[config.mk]
export PLATFORM = sky130hd
export DESIGN_NAME = uart_mp_rx
export DESIGN_NICKNAME = d
export VERILOG_FILES = /design/src/rtl/uart_mp_rx_pkg.sv /design/src/rtl/uart_mp_rx_ctrl.sv /design/src/rtl/uart_mp_rx_addr_filter.sv /design/src/rtl/uart_mp_rx_datapath.sv /design/src/rtl/uart_mp_rx.sv
export SDC_FILE = /design/constraint.sdc
export NUM_CORES = 1
export LEC_CHECK = 0
export ABC_CLOCK_PERIOD_IN_PS = 4400
export BUFFER_PORTS_ARGS = -buffer_cell sky130_fd_sc_hd__buf_2
export CAP_MARGIN = 30
export CORE_UTILIZATION = 55
export DETAILED_ROUTE_END_ITERATION = 12
export PLACE_DENSITY = 0.91
export SLEW_MARGIN = 15
export SYNTH_ARGS = -nofsm -noshare
export SYNTH_HDL_FRONTEND = slang
export SYNTH_HIERARCHICAL = 1
export SYNTH_SLANG_ARGS = --single-unit
[constraint.sdc]
create_clock -name clk -period 4.4 [get_ports clk]
set_clock_uncertainty 0.2 [all_clocks]
set_input_delay 0.44 -clock clk [delete_from_list [all_inputs] [get_ports clk]]
set_output_delay 0.44 -clock clk [all_outputs]
set_load 0.05 [all_outputs]
[src/rtl/uart_mp_rx_pkg.sv]
package uart_mp_rx_pkg;

  typedef enum logic [2:0] {
    ST_IDLE,
    ST_START,
    ST_DATA,
    ST_BIT9,
    ST_STOP
  } rxState_t;

  // strobes from control to datapath, valid for one clock
  typedef struct packed {
    logic shiftEn;   // a data bit was decided
    logic bit9En;    // the ninth bit was decided
    logic finishEn;  // the stop bit was decided
    logic bitVal;    // majority value of the decided bit
  } rxStrobe_t;

endpackage

[src/rtl/uart_mp_rx_ctrl.sv]
module uart_mp_rx_ctrl
  import uart_mp_rx_pkg::*;
#(
  parameter int DATA_W     = 8,
  parameter int OVERSAMPLE = 16
) (
  input  logic      clk,
  input  logic      rstN,
  input  logic      sampleTick,
  input  logic      lineSync,
  input  logic      rxEnable,
  input  logic      nineBit,
  output rxStrobe_t strobe
);

  localparam int CNT_W  = $clog2(OVERSAMPLE);
  localparam int BIDX_W = (DATA_W > 1) ? $clog2(DATA_W) : 1;
  localparam logic [CNT_W-1:0]  CNT_EARLY = CNT_W'(OVERSAMPLE / 2 - 1);
  localparam logic [CNT_W-1:0]  CNT_MID   = CNT_W'(OVERSAMPLE / 2);
  localparam logic [CNT_W-1:0]  CNT_VOTE  = CNT_W'(OVERSAMPLE / 2 + 1);
  localparam logic [CNT_W-1:0]  CNT_LAST  = CNT_W'(OVERSAMPLE - 1);
  localparam logic [BIDX_W-1:0] BIT_LAST  = BIDX_W'(DATA_W - 1);

  rxState_t          state;
  logic [CNT_W-1:0]  tickCnt;
  logic [BIDX_W-1:0] bitIdx;
  logic              sEarly, sMid;
  logic              vote, atVote, atEnd;

  assign vote   = (sEarly & sMid) | (sEarly & lineSync) | (sMid & lineSync);
  assign atVote = sampleTick && (tickCnt == CNT_VOTE);
  assign atEnd  = sampleTick && (tickCnt == CNT_LAST);

  always_comb begin
    strobe.shiftEn  = (state == ST_DATA) && atVote;
    strobe.bit9En   = (state == ST_BIT9) && atVote;
    strobe.finishEn = (state == ST_STOP) && atVote;
    strobe.bitVal   = vote;
  end

  always_ff @(posedge clk or negedge rstN) begin
    if (!rstN) begin
      state   <= ST_IDLE;
      tickCnt <= '0;
      bitIdx  <= '0;
      sEarly  <= 1'b1;
      sMid    <= 1'b1;
    end else if (!rxEnable) begin
      state   <= ST_IDLE;
      tickCnt <= '0;
      bitIdx  <= '0;
    end else if (state == ST_IDLE) begin
      if (sampleTick && !lineSync) begin
        state   <= ST_START;
        tickCnt <= CNT_W'(1);
        bitIdx  <= '0;
      end
    end else if (sampleTick) begin
      if (tickCnt == CNT_EARLY) sEarly <= lineSync;
      if (tickCnt == CNT_MID)   sMid   <= lineSync;
      tickCnt <= (tickCnt == CNT_LAST) ? '0 : tickCnt + CNT_W'(1);
      unique case (state)
        ST_START: begin
          if (atVote && vote) begin
            state <= ST_IDLE;
          end else if (atEnd) begin
            state <= ST_DATA;
          end
        end
        ST_DATA: begin
          if (atEnd) begin
            if (bitIdx == BIT_LAST) begin
              state <= nineBit ? ST_BIT9 : ST_STOP;
            end else begin
              bitIdx <= bitIdx + BIDX_W'(1);
            end
          end
        end
        ST_BIT9: if (atEnd) state <= ST_STOP;
        ST_STOP: if (atVote) state <= ST_IDLE;
        default: state <= ST_IDLE;
      endcase
    end
  end

  p_off_idle_r10: assert property (@(posedge clk) disable iff (!rstN)
    !rxEnable |=> (state == ST_IDLE));

  p_strobe_onehot_r1: assert property (@(posedge clk) disable iff (!rstN)
    $onehot0({strobe.shiftEn, strobe.bit9En, strobe.finishEn}));

  p_start_low_r2: assert property (@(posedge clk) disable iff (!rstN)
    (state == ST_IDLE && $past(state) == ST_IDLE && rxEnable && $past(rxEnable))
      |=> (state == ST_IDLE || !$past(lineSync)));

endmodule

[src/rtl/uart_mp_rx_addr_filter.sv]
module uart_mp_rx_addr_filter #(
  parameter int DATA_W = 8
) (
  input  logic [DATA_W-1:0] rxAddr,
  input  logic [DATA_W-1:0] slaveAddr,
  input  logic [DATA_W-1:0] addrMask,
  output logic              addrHit
);

  logic [DATA_W-1:0] directMiss, bcastMiss;
  logic directHit, bcastHit;

  for (genvar i = 0; i < DATA_W; i++) begin : g_bit
    assign directMiss[i] = addrMask[i] & (rxAddr[i] ^ slaveAddr[i]);
    assign bcastMiss[i]  = (slaveAddr[i] | addrMask[i]) & ~rxAddr[i];
  end

  assign directHit = ~|directMiss;
  assign bcastHit  = ~|bcastMiss;
  assign addrHit   = directHit | bcastHit;

  always_comb begin
    if (addrMask == '0) begin
      p_mask_zero_hit_r7: assert (addrHit);
    end
    if (&rxAddr) begin
      p_all_ones_bcast_r6: assert (bcastHit);
    end
  end

endmodule

[src/rtl/uart_mp_rx_datapath.sv]
module uart_mp_rx_datapath
  import uart_mp_rx_pkg::*;
#(
  parameter int DATA_W = 8
) (
  input  logic              clk,
  input  logic              rstN,
  input  logic              rxLine,
  input  rxStrobe_t         strobe,
  input  logic              nineBit,
  input  logic              mpEnable,
  input  logic [DATA_W-1:0] slaveAddr,
  input  logic [DATA_W-1:0] addrMask,
  input  logic              rxFlagClr,
  input  logic              frameErrClr,
  output logic              lineSync,
  output logic [DATA_W-1:0] rxData,
  output logic              rxBit9,
  output logic              rxFlag,
  output logic              frameErr
);

  logic [1:0]        syncReg;
  logic [DATA_W-1:0] shiftReg;
  logic              bit9Reg;
  logic              addrHit, filterOn, acceptFrame;

  always_ff @(posedge clk or negedge rstN) begin
    if (!rstN) syncReg <= '1;
    else       syncReg <= {syncReg[0], rxLine};
  end
  assign lineSync = syncReg[1];

  always_ff @(posedge clk or negedge rstN) begin
    if (!rstN) begin
      shiftReg <= '0;
      bit9Reg  <= 1'b0;
    end else begin
      if (strobe.shiftEn) shiftReg <= {strobe.bitVal, shiftReg[DATA_W-1:1]};
      if (strobe.bit9En)  bit9Reg  <= strobe.bitVal;
    end
  end

  uart_mp_rx_addr_filter #(.DATA_W(DATA_W)) filter_i (
    .rxAddr    (shiftReg),
    .slaveAddr (slaveAddr),
    .addrMask  (addrMask),
    .addrHit   (addrHit)
  );

  assign filterOn    = nineBit && mpEnable;
  assign acceptFrame = strobe.finishEn && !rxFlag &&
                       (!filterOn || (bit9Reg && addrHit));

  always_ff @(posedge clk or negedge rstN) begin
    if (!rstN) begin
      rxData   <= '0;
      rxBit9   <= 1'b0;
      rxFlag   <= 1'b0;
      frameErr <= 1'b0;
    end else begin
      if (acceptFrame) begin
        rxData <= shiftReg;
        rxBit9 <= nineBit ? bit9Reg : strobe.bitVal;
        rxFlag <= 1'b1;
      end else if (rxFlagClr) begin
        rxFlag <= 1'b0;
      end
      if (strobe.finishEn && !strobe.bitVal) frameErr <= 1'b1;
      else if (frameErrClr)                  frameErr <= 1'b0;
    end
  end

  p_fe_sticky_r3: assert property (@(posedge clk) disable iff (!rstN)
    (frameErr && !frameErrClr) |=> frameErr);

  p_hold_data_r9: assert property (@(posedge clk) disable iff (!rstN)
    (rxFlag && $past(rxFlag)) |-> ($stable(rxData) && $stable(rxBit9)));

  p_flag_after_stop_r1: assert property (@(posedge clk) disable iff (!rstN)
    $rose(rxFlag) |-> $past(strobe.finishEn));

  p_mp_drop_r8: assert property (@(posedge clk) disable iff (!rstN)
    (strobe.finishEn && filterOn && !bit9Reg) |=> (rxFlag == $past(rxFlag)));

endmodule

[src/rtl/uart_mp_rx.sv]
module uart_mp_rx
  import uart_mp_rx_pkg::*;
#(
  parameter int DATA_W     = 8,
  parameter int OVERSAMPLE = 16
) (
  input  logic              clk,
  input  logic              rstN,
  input  logic              rxLine,
  input  logic              sampleTick,
  input  logic              modeSel,
  input  logic              rxEnable,
  input  logic              mpEnable,
  input  logic [DATA_W-1:0] slaveAddr,
  input  logic [DATA_W-1:0] addrMask,
  input  logic              errViewSel,
  input  logic              rxFlagClr,
  input  logic              frameErrClr,
  output logic [DATA_W-1:0] rxData,
  output logic              rxBit9,
  output logic              rxFlag,
  output logic              frameErr,
  output logic              statusTop
);

  rxStrobe_t strobe;
  logic      lineSync;

  uart_mp_rx_ctrl #(.DATA_W(DATA_W), .OVERSAMPLE(OVERSAMPLE)) ctrl_i (
    .clk        (clk),
    .rstN       (rstN),
    .sampleTick (sampleTick),
    .lineSync   (lineSync),
    .rxEnable   (rxEnable),
    .nineBit    (modeSel),
    .strobe     (strobe)
  );

  uart_mp_rx_datapath #(.DATA_W(DATA_W)) dp_i (
    .clk         (clk),
    .rstN        (rstN),
    .rxLine      (rxLine),
    .strobe      (strobe),
    .nineBit     (modeSel),
    .mpEnable    (mpEnable),
    .slaveAddr   (slaveAddr),
    .addrMask    (addrMask),
    .rxFlagClr   (rxFlagClr),
    .frameErrClr (frameErrClr),
    .lineSync    (lineSync),
    .rxData      (rxData),
    .rxBit9      (rxBit9),
    .rxFlag      (rxFlag),
    .frameErr    (frameErr)
  );

  assign statusTop = errViewSel ? frameErr : modeSel;

endmodule

# Word level (Yosys, flattened, before mapping)
# Index checks and enable logic that the tools add are counted.
op_classes:
  addsub: 2
  eq_ne: 19
  mux: 30
  bitwise_logic: 47
  reduce_logical: 29
ops:
  columns: ["cell", "n"]
  rows:
  - ["two-way mux 3 bit", 18]
  - ["two-way mux 4 bit", 5]
  - ["bitwise AND 1 bit", 19]
  - ["OR reduction 8 bit", 2]
  - ["equality test 4 bit (second input constant)", 3]
  - ["logical AND 1 bit", 12]
  - ["!= test 4 x 3 -> 1 bit (second input constant)", 3]
  - ["one-hot mux 3 bit (4 select lines)", 1]
  - ["OR 1 bit", 11]
  - ["NOT 1 bit", 9]
  - ["AND reduction 4 bit", 2]
  - ["XOR 1 bit", 8]
  - ["AND reduction 7 bit", 1]
  - ["equality test 3 x 2 -> 1 bit (second input constant)", 2]
  - ["equality test 3 bit (second input constant)", 2]
  - ["zero test 1 bit", 6]
  - ["two-way mux 1 bit", 6]
  - ["!= test 3 x 1 -> 1 bit (second input constant)", 2]
  - ["!= test 3 x 2 -> 1 bit (second input constant)", 2]
  - ["!= test 5 x 2 -> 1 bit (second input constant)", 1]
  - ["AND reduction 5 bit", 1]
  - ["adder 4 x 1 -> 4 bit (second input constant)", 1]
  - ["equality test 4 x 3 -> 1 bit (second input constant)", 1]
  - ["!= test 4 bit (second input constant)", 1]
  - ["other kinds (7)", 8]
word_totals:
  ff_bits: 34
  in_bits: 26
  output_inout_bits: 12
  elab_cells: 139

# Logic depth before layout (Yosys ltp)
# Gate-level depths: netlist of run 1.
logic_depth:
  ltp_word: 9
  ltp_mapped: 8
  ltp_nobuf: 7

# Modules after synthesis
# The synthesis of run 1 kept the hierarchy.
by_module_without_submodules:
  columns: ["mod", "n_inst", "cells_per_inst", "area_per_inst_um2", "seq_area_each_um2"]
  rows:
  - ["uart_mp_rx_datapath", 1, 50, 852.1, 553.0]
  - ["uart_mp_rx_ctrl", 1, 87, 828.3, 302.8]
  - ["uart_mp_rx_addr_filter", 1, 26, 185.2, 0.0]
  - ["uart_mp_rx", 1, 1, 15.0, 0.0]

# Least setup slack after synthesis of run 1
# No wires, ideal clock.
synth_path:
  path_kind: "flip-flop to flip-flop"
  from: "register ctrl_i.tickCnt[0]"
  to: "register ctrl_i.state[0]"
  arrival_ps: 1816
  required_ps: 4075
  setup_slack_ps: 2259
  stages_incl_launch_ff: 7
  n_path_buf: 0
  cell_sequence: "dfrtp_1 ha_1 and4b_4 a2111o_1 nor3_2 a21o_4 mux2_4"
synth_between:
  elab_chain_len: 8
  elab_cells_between_ends: 15
synth_lines:
  columns: ["element", "line", "text"]
  rows:
  - ["from (decl)", "uart_mp_rx_ctrl.sv:25", "logic [CNT_W-1:0] tickCnt;"]
  - ["from (signal assigned)", "uart_mp_rx_ctrl.sv:61", "tickCnt <= (tickCnt == CNT_LAST) ? '0 : tickCnt + CNT_W'(1);"]
  - ["equality test 4 bit", "uart_mp_rx_ctrl.sv:31", "assign atVote = sampleTick && (tickCnt == CNT_VOTE);"]
  - ["logical AND 1 bit", "uart_mp_rx_ctrl.sv:31", null]
  - ["logical AND 1 bit", "uart_mp_rx_ctrl.sv:64", "if (atVote && vote) begin"]
  - ["two-way mux 3 bit", "uart_mp_rx_ctrl.sv:64", null]
  - ["one-hot mux 3 bit (4 select lines)", "uart_mp_rx_ctrl.sv:62", "unique case (state)"]
  - ["two-way mux 3 bit", "uart_mp_rx_ctrl.sv:58", "end else if (sampleTick) begin"]
  - ["two-way mux 3 bit", "uart_mp_rx_ctrl.sv:52", "end else if (state == ST_IDLE) begin"]
  - ["two-way mux 3 bit", "uart_mp_rx_ctrl.sv:48", "end else if (!rxEnable) begin"]
  - ["to (signal assigned)", "uart_mp_rx_ctrl.sv:73", "state <= nineBit ? ST_BIT9 : ST_STOP;"]
  - ["to (decl)", "uart_mp_rx_ctrl.sv:24", "rxState_t state;"]
# Parallel ways exist; a longest one is shown, timed or not. The select of a mux whose other input is x is not followed.
# A chain may end at the register's enable or synchronous reset.

==> results.yml, run 1 <==
cells_and_area:
  final_cell_mix: "37 x buf_2, 30 x dfrtp_1, 19 x nor2_1"
  utilization: 0.6940
  syn_to_final_growth_pct: 16.37
  drive_gt1_frac: 0.3932
  n_antenna_cell: 0
  fin_nets: 237
  final_common_cell: "buf_2"
  instances_no_fill: 250
synthesis:
  yosys.area.top_type_share: 0.3992
  syn_inst: 164
  synthFlopType: "dfrtp_1"
  synth.avg_cell_area_um2: 11.47
  ys_ff_latch: 34
  synthesis.area_um2: 1881
  ys_async_sr_fraction: 1.000
  ys_warn_count: 6
  yosysUniqueCellTypes: 46
  ys_seq_area_frac: 0.4551
  synth.largest_area_cell: "dfrtp_1"
  synth_area_leaders: "dfrtp_1 40%, mux2_4 9.6%, mux2_2 7.2%"
  synth_nets: 195
  synth_edf_count: 0
global_routing:
  grt_max_degree: 35
  grt_pass1_vias: 1286
  antenna_found_initial: 0
  track_usage: 0.2257
  overflow: 0
  grt_pass1_wl_um: 5934
drt:
  ant_nets: 0
  vias: 1430
  drtIter0Drc: 70
  drc: 0
  first_pass_iters: 4
  avgViaCountPerCell: 5.720
  drt_wl_total_um: 3628
  wl_per_cell_um: 14.51
pwr:
  power_density_nw_per_um2: 362.3
  p_leak_nw: 1.126
  ir_worst_vdd_mv: 0.2690
worst_setup_path:
  r2r_start: "ctrl_i/tickCnt[0]"
  critPathMaxFanout: 10
  critPathLaunch: "ctrl_i/tickCnt[0]"
  required_ns: 4.42
  reg2reg_depth: 6
  cp.arrival_ns: 2.46
  regToRegSetupSlack_ns: 1.96
  critPathCaptureType: "flop"
  path_class: "flop to flop"
  reg2reg_to: "dp_i/rxData[2]"
  endpoint: "dp_i/rxData[2]"
  crit_path_start_kind: "flop"
timing:
  fin_setup_tns_ns: 0
  slew_headroom: 0.5315
  hold_violations: 0
  finalWorstSetupSlack_ns: 1.957
  setup-violations-final: 0
  min_period_ns: 2.443
  fmax_mhz: 409.3
  fin_hold_ws_ns: 0.09023
  finalMaxSlewViolations: 0
  grt_setup_unrepaired: "false"
  period_share: 0.5552
  max_slew.worst_pin.slew_ns: 0.7028
cts:
  cts.sink_count: 34
  cts_buffer_depth: 2
  ctsHtreeMaxLevel: 2
  cts-resized-gates: 0
  cts_tree: "built"
  hold_buffers: 2
  worstSkewPairLatency_ns: 0.33
  path_clk_slew_ns: 0.10
  numCtsBuffers: 5
  cts_setup_buffers: 0
  clock-root-buffer: "clkbuf_4"
worst_hold_path:
  hp-class: "input pin to flop"
placement:
  hpwl_um: 2750
  placedCellCount: 241
  portBuffers: 37
  routabilityCongestion: 0.8505
  place_ws_ns: 1.899
status:
  status: "complete, no violations"
floorplan:
  dieArea_um2: 3657
  io_pins: 38
  placementRows: 20
  dieHeight_um: 60.48
  core_area_um2: 3153
  die_x_um: 60.48
  initial_core_util: 0.5964
flow_run:
  drv_cap: 0
==> stage by stage <==
| step | total power [mW] | area, um2 |
|---|---|---|
| final | 0.7929 | 2188 |
| after global routing | 0.8408 | 2188 |
| after CTS | 0.7982 | 2188 |
| after detailed placement | 0.5642 | 2087 |
| after global placement | 0.5566 | 2087 |
| after floorplan | 0.5076 | 1881 |
==> worst max-delay path, cell delays in order (launching register included) <==
cell and delay (ns):
dfrtp_1 0.49, ha_1 0.25, and4b_4 0.21, and3_2 0.19, inv_1 0.08, a311o_1 0.56
mux2_4 0.35
==> sequential cells by signal, summed over array words and instances (netlist names), 2 cells and up <==
register	count
ctrl_i/state	3
ctrl_i/bitIdx	3
ctrl_i/tickCnt	4
dp_i/shiftReg	8
dp_i/rxData	8
dp_i/syncReg	2
==> cell usage after synthesis (2+ instances only) <==
cell / count
a21oi_1: 4
a22oi_1: 4
buf_6: 2
dfrtp_1: 30
dfstp_2: 4
ha_1: 5
inv_1: 9
mux2_2: 12
mux2_4: 12
nand2_1: 4
nand3_1: 5
nand4_1: 3
nor2_1: 19
nor3_1: 2
o21ai_0: 6
o22ai_1: 4
o41ai_1: 3
xor2_1: 8
==> worst min-delay path by stage <==
stage / startpoint / end / slack [ns] / cells past startpoint
after global placement: dp_i/syncReg[0] / dp_i/syncReg[1] / 0.15 / 0
after global routing: rxFlagClr / dp_i/rxFlag / 0.08 / 2
after CTS: frameErrClr / dp_i/frameErr / 0.09 / 2
final: rxFlagClr / dp_i/rxFlag / 0.09 / 2
after detailed placement: dp_i/syncReg[0] / dp_i/syncReg[1] / 0.15 / 0
after floorplan: rstN / ctrl_i/bitIdx[0] / -0.06 / 0
==> logic make-up (layout without fill, tap and decap cells) <==
| group | Yosys count | after routing | share of synthesized area |
|---|---|---|---|
| compound gates | 35 | 35 | 0.1417 |
| xor+xnor | 8 | 8 | 0.03726 |
| fa+ha+maj | 6 | 6 | 0.03925 |
| buf+inv | 13 | 55 | 0.03593 |
| flops | 34 | 34 | 0.4551 |
| mux | 25 | 25 | 0.1737 |
| simple gates | 43 | 43 | 0.1171 |
==> per-layer routing <==
metal	up-vias	part of all wire	global-route usage	wire (um)
met2	33	0.47	0.3375	1700
met4	0	0.016	0.09740	59
met1	699	0.47	0.3213	1719
met3	9	0.041	0.04478	149
li1	689	-	-	-
met5	-	0	0	0
==> power breakdown <==
| part | switching [mW] | total, mW | internal, mW |
|---|---|---|---|
| combinational | 0.112 | 0.199 | 0.0866 |
| sequential | 0.0317 | 0.366 | 0.334 |
| clock | 0.0961 | 0.228 | 0.132 |
==> layout make-up <==
| type | instances | area (um2) |
|---|---|---|
| Clock buffer | 6 | 51.30 |
| Clock inverter | 1 | 30.03 |
| Fill cell | 232 | 964.7 |
| Inverter | 9 | 33.78 |
| Multi-Input combinational cell | 117 | 957.2 |
| Sequential cell | 34 | 855.8 |
| Tap cell | 44 | 55.05 |
| Timing Repair Buffer | 39 | 205.2 |
(Power assumes the default switching activity.)
==> run 2: changes to the inputs <==
ABC_CLOCK_PERIOD_IN_PS = 2400   (was 4400)
CORE_UTILIZATION = 54   (was 55)
PLACE_DENSITY = 0.9   (was 0.91)
clock period = 2.4 ns   (was 4.4 ns; I/O delays follow)
==> results.yml, run 2 (synthesized netlist as in run 1, its figures left out) <==
worst_setup_path:
  r2r_start: "ctrl_i/tickCnt[1]"
  regToRegSetupSlack_ns: 0.1
  required_ns: 2.41
  critPathMaxFanout: 4
  critPathCaptureType: "flop"
  reg2reg_depth: 7
  reg2reg_to: "ctrl_i/state[0]"
  cp.arrival_ns: 2.32
  critPathLaunch: "ctrl_i/tickCnt[1]"
  endpoint: "ctrl_i/state[0]"
  path_class: "flop to flop"
  crit_path_start_kind: "flop"
global_routing:
  track_usage: 0.2271
  grt_pass1_vias: 1317
  grt_pass1_wl_um: 6044
  overflow: 0
  grt_max_degree: 35
  antenna_found_initial: 0
drt:
  avgViaCountPerCell: 5.556
  ant_nets: 0
  wl_per_cell_um: 14.44
  drc: 0
  vias: 1478
  drt_wl_total_um: 3840
  first_pass_iters: 4
  drtIter0Drc: 95
timing:
  setup-violations-final: 0
  finalMaxSlewViolations: 0
  fmax_mhz: 434.1
  max_slew.worst_pin.slew_ns: 0.7080
  slew_headroom: 0.5280
  fin_setup_tns_ns: 0
  min_period_ns: 2.304
  fin_hold_ws_ns: 0.07944
  finalWorstSetupSlack_ns: 0.09631
  period_share: 0.9599
  hold_violations: 0
  grt_setup_unrepaired: "false"
pwr:
  power.internal_uw: 929.3
  total_power_mw: 1.373
  swShare: 0.3230
  p_leak_nw: 1.182
  pwr-share-seq: 0.483
  switchingPower_uw: 443.4
  ir_worst_vdd_mv: 0.4190
  clockPowerShare: 0.233
  power_density_nw_per_um2: 604.2
  power_frac_comb: 0.284
cells_and_area:
  syn_to_final_growth_pct: 20.83
  instances_no_fill: 266
  drive_gt1_frac: 0.4182
  fin_nets: 250
  fin_area_um2: 2272
  final_common_cell: "buf_2"
  final_cell_mix: "37 x buf_2, 30 x dfrtp_1, 19 x nor2_1"
  largestRegisters: "dp_i/rxData: 8 flops, dp_i/shiftReg: 8 flops, ctrl_i/tickCnt: 4 flops"
  utilization: 0.6809
  n_antenna_cell: 0
placement:
  portBuffers: 37
  routabilityCongestion: 0.8049
  place_ws_ns: 0.1309
  hpwl_um: 2956
  dpl_cell_area_um2: 2172
  placedCellCount: 254
cts:
  cts_buffer_depth: 2
  ctsHtreeMaxLevel: 2
  cts_setup_buffers: 0
  clock-root-buffer: "clkbuf_4"
  path_clk_slew_ns: 0.09
  worstSkewPairLatency_ns: 0.32
  numCtsBuffers: 5
  cts.sink_count: 34
  cts_tree: "built"
floorplan:
  die_x_um: 61.01
  dieHeight_um: 61.01
  initial_core_util: 0.5636
  placementRows: 21
  dieArea_um2: 3722
  io_pins: 38
  core_area_um2: 3337
flow_run:
  drv_cap: 0
status:
  status: "complete, no violations"
worst_hold_path:
  hp-class: "input pin to flop"
-- run 2: cell count changes in the layout (fill, tap and decap cells not counted), sizes merged --
| cell | delta |
|---|---|
| bufinv | -1 |
| clkbuf | +1 |
| clkinv | +1 |
| buf | +11 |
| dlygate4sd3 | +2 |
-- run 2: final cells by class --
cell class	instances	area, um2
multi-input cells	117	957.2
repair buffers	52	307.8
inverters	9	33.78
clock buffers	7	55.05
clock inverters	1	5.005
fillers	240	1065
flip-flops and latches	34	855.8
well taps	46	57.56
-- run 2: power by group through the flow --
| stage | logic, mW | registers, mW | clock network, mW |
|---|---|---|---|
| CTS | 0.387 | 0.663 | 0.332 |
| global route | 0.435 | 0.672 | 0.361 |
| floorplan | 0.268 | 0.663 | 0 |
| detailed placement | 0.380 | 0.673 | 0 |
| global placement | 0.366 | 0.671 | 0 |
| finish | 0.390 | 0.663 | 0.320 |
-- run 2: worst min path at each step --
stage,startpoint,endpoint,slack [ns],depth (start not counted)
after floorplan,rstN,ctrl_i/bitIdx[0],-0.26,0
after global placement,rstN,dp_i/rxData[7],0.13,1
after detailed placement,rstN,dp_i/rxData[7],0.14,1
after CTS,rxEnable,ctrl_i/tickCnt[1],0.07,2
after global routing,rxEnable,ctrl_i/tickCnt[1],0.08,2
final,rxEnable,ctrl_i/tickCnt[1],0.08,2
-- run 2: worst max-delay path, stage by stage (launching register included) --
cell      delay, ns
dfrtp_1        0.42
inv_1          0.10
ha_1           0.20
and4b_4        0.21
a2111o_1       0.45
nor3_2         0.19
a21o_4         0.14
mux2_4         0.29
-- run 2: metal layers --
layer	routed length, um	GRT usage	vias up
li1	-	-	712
met1	1719	0.3107	712
met2	1891	0.3548	50
met3	181	0.05252	4
met4	48	0.08442	0
met5	0	0	-
-- run 2: what timing repair did --
item	4_1_cts	5_1_grt
gates resized for setup	0	0
hold buffers	4	0
hold endpoints to repair	33	0
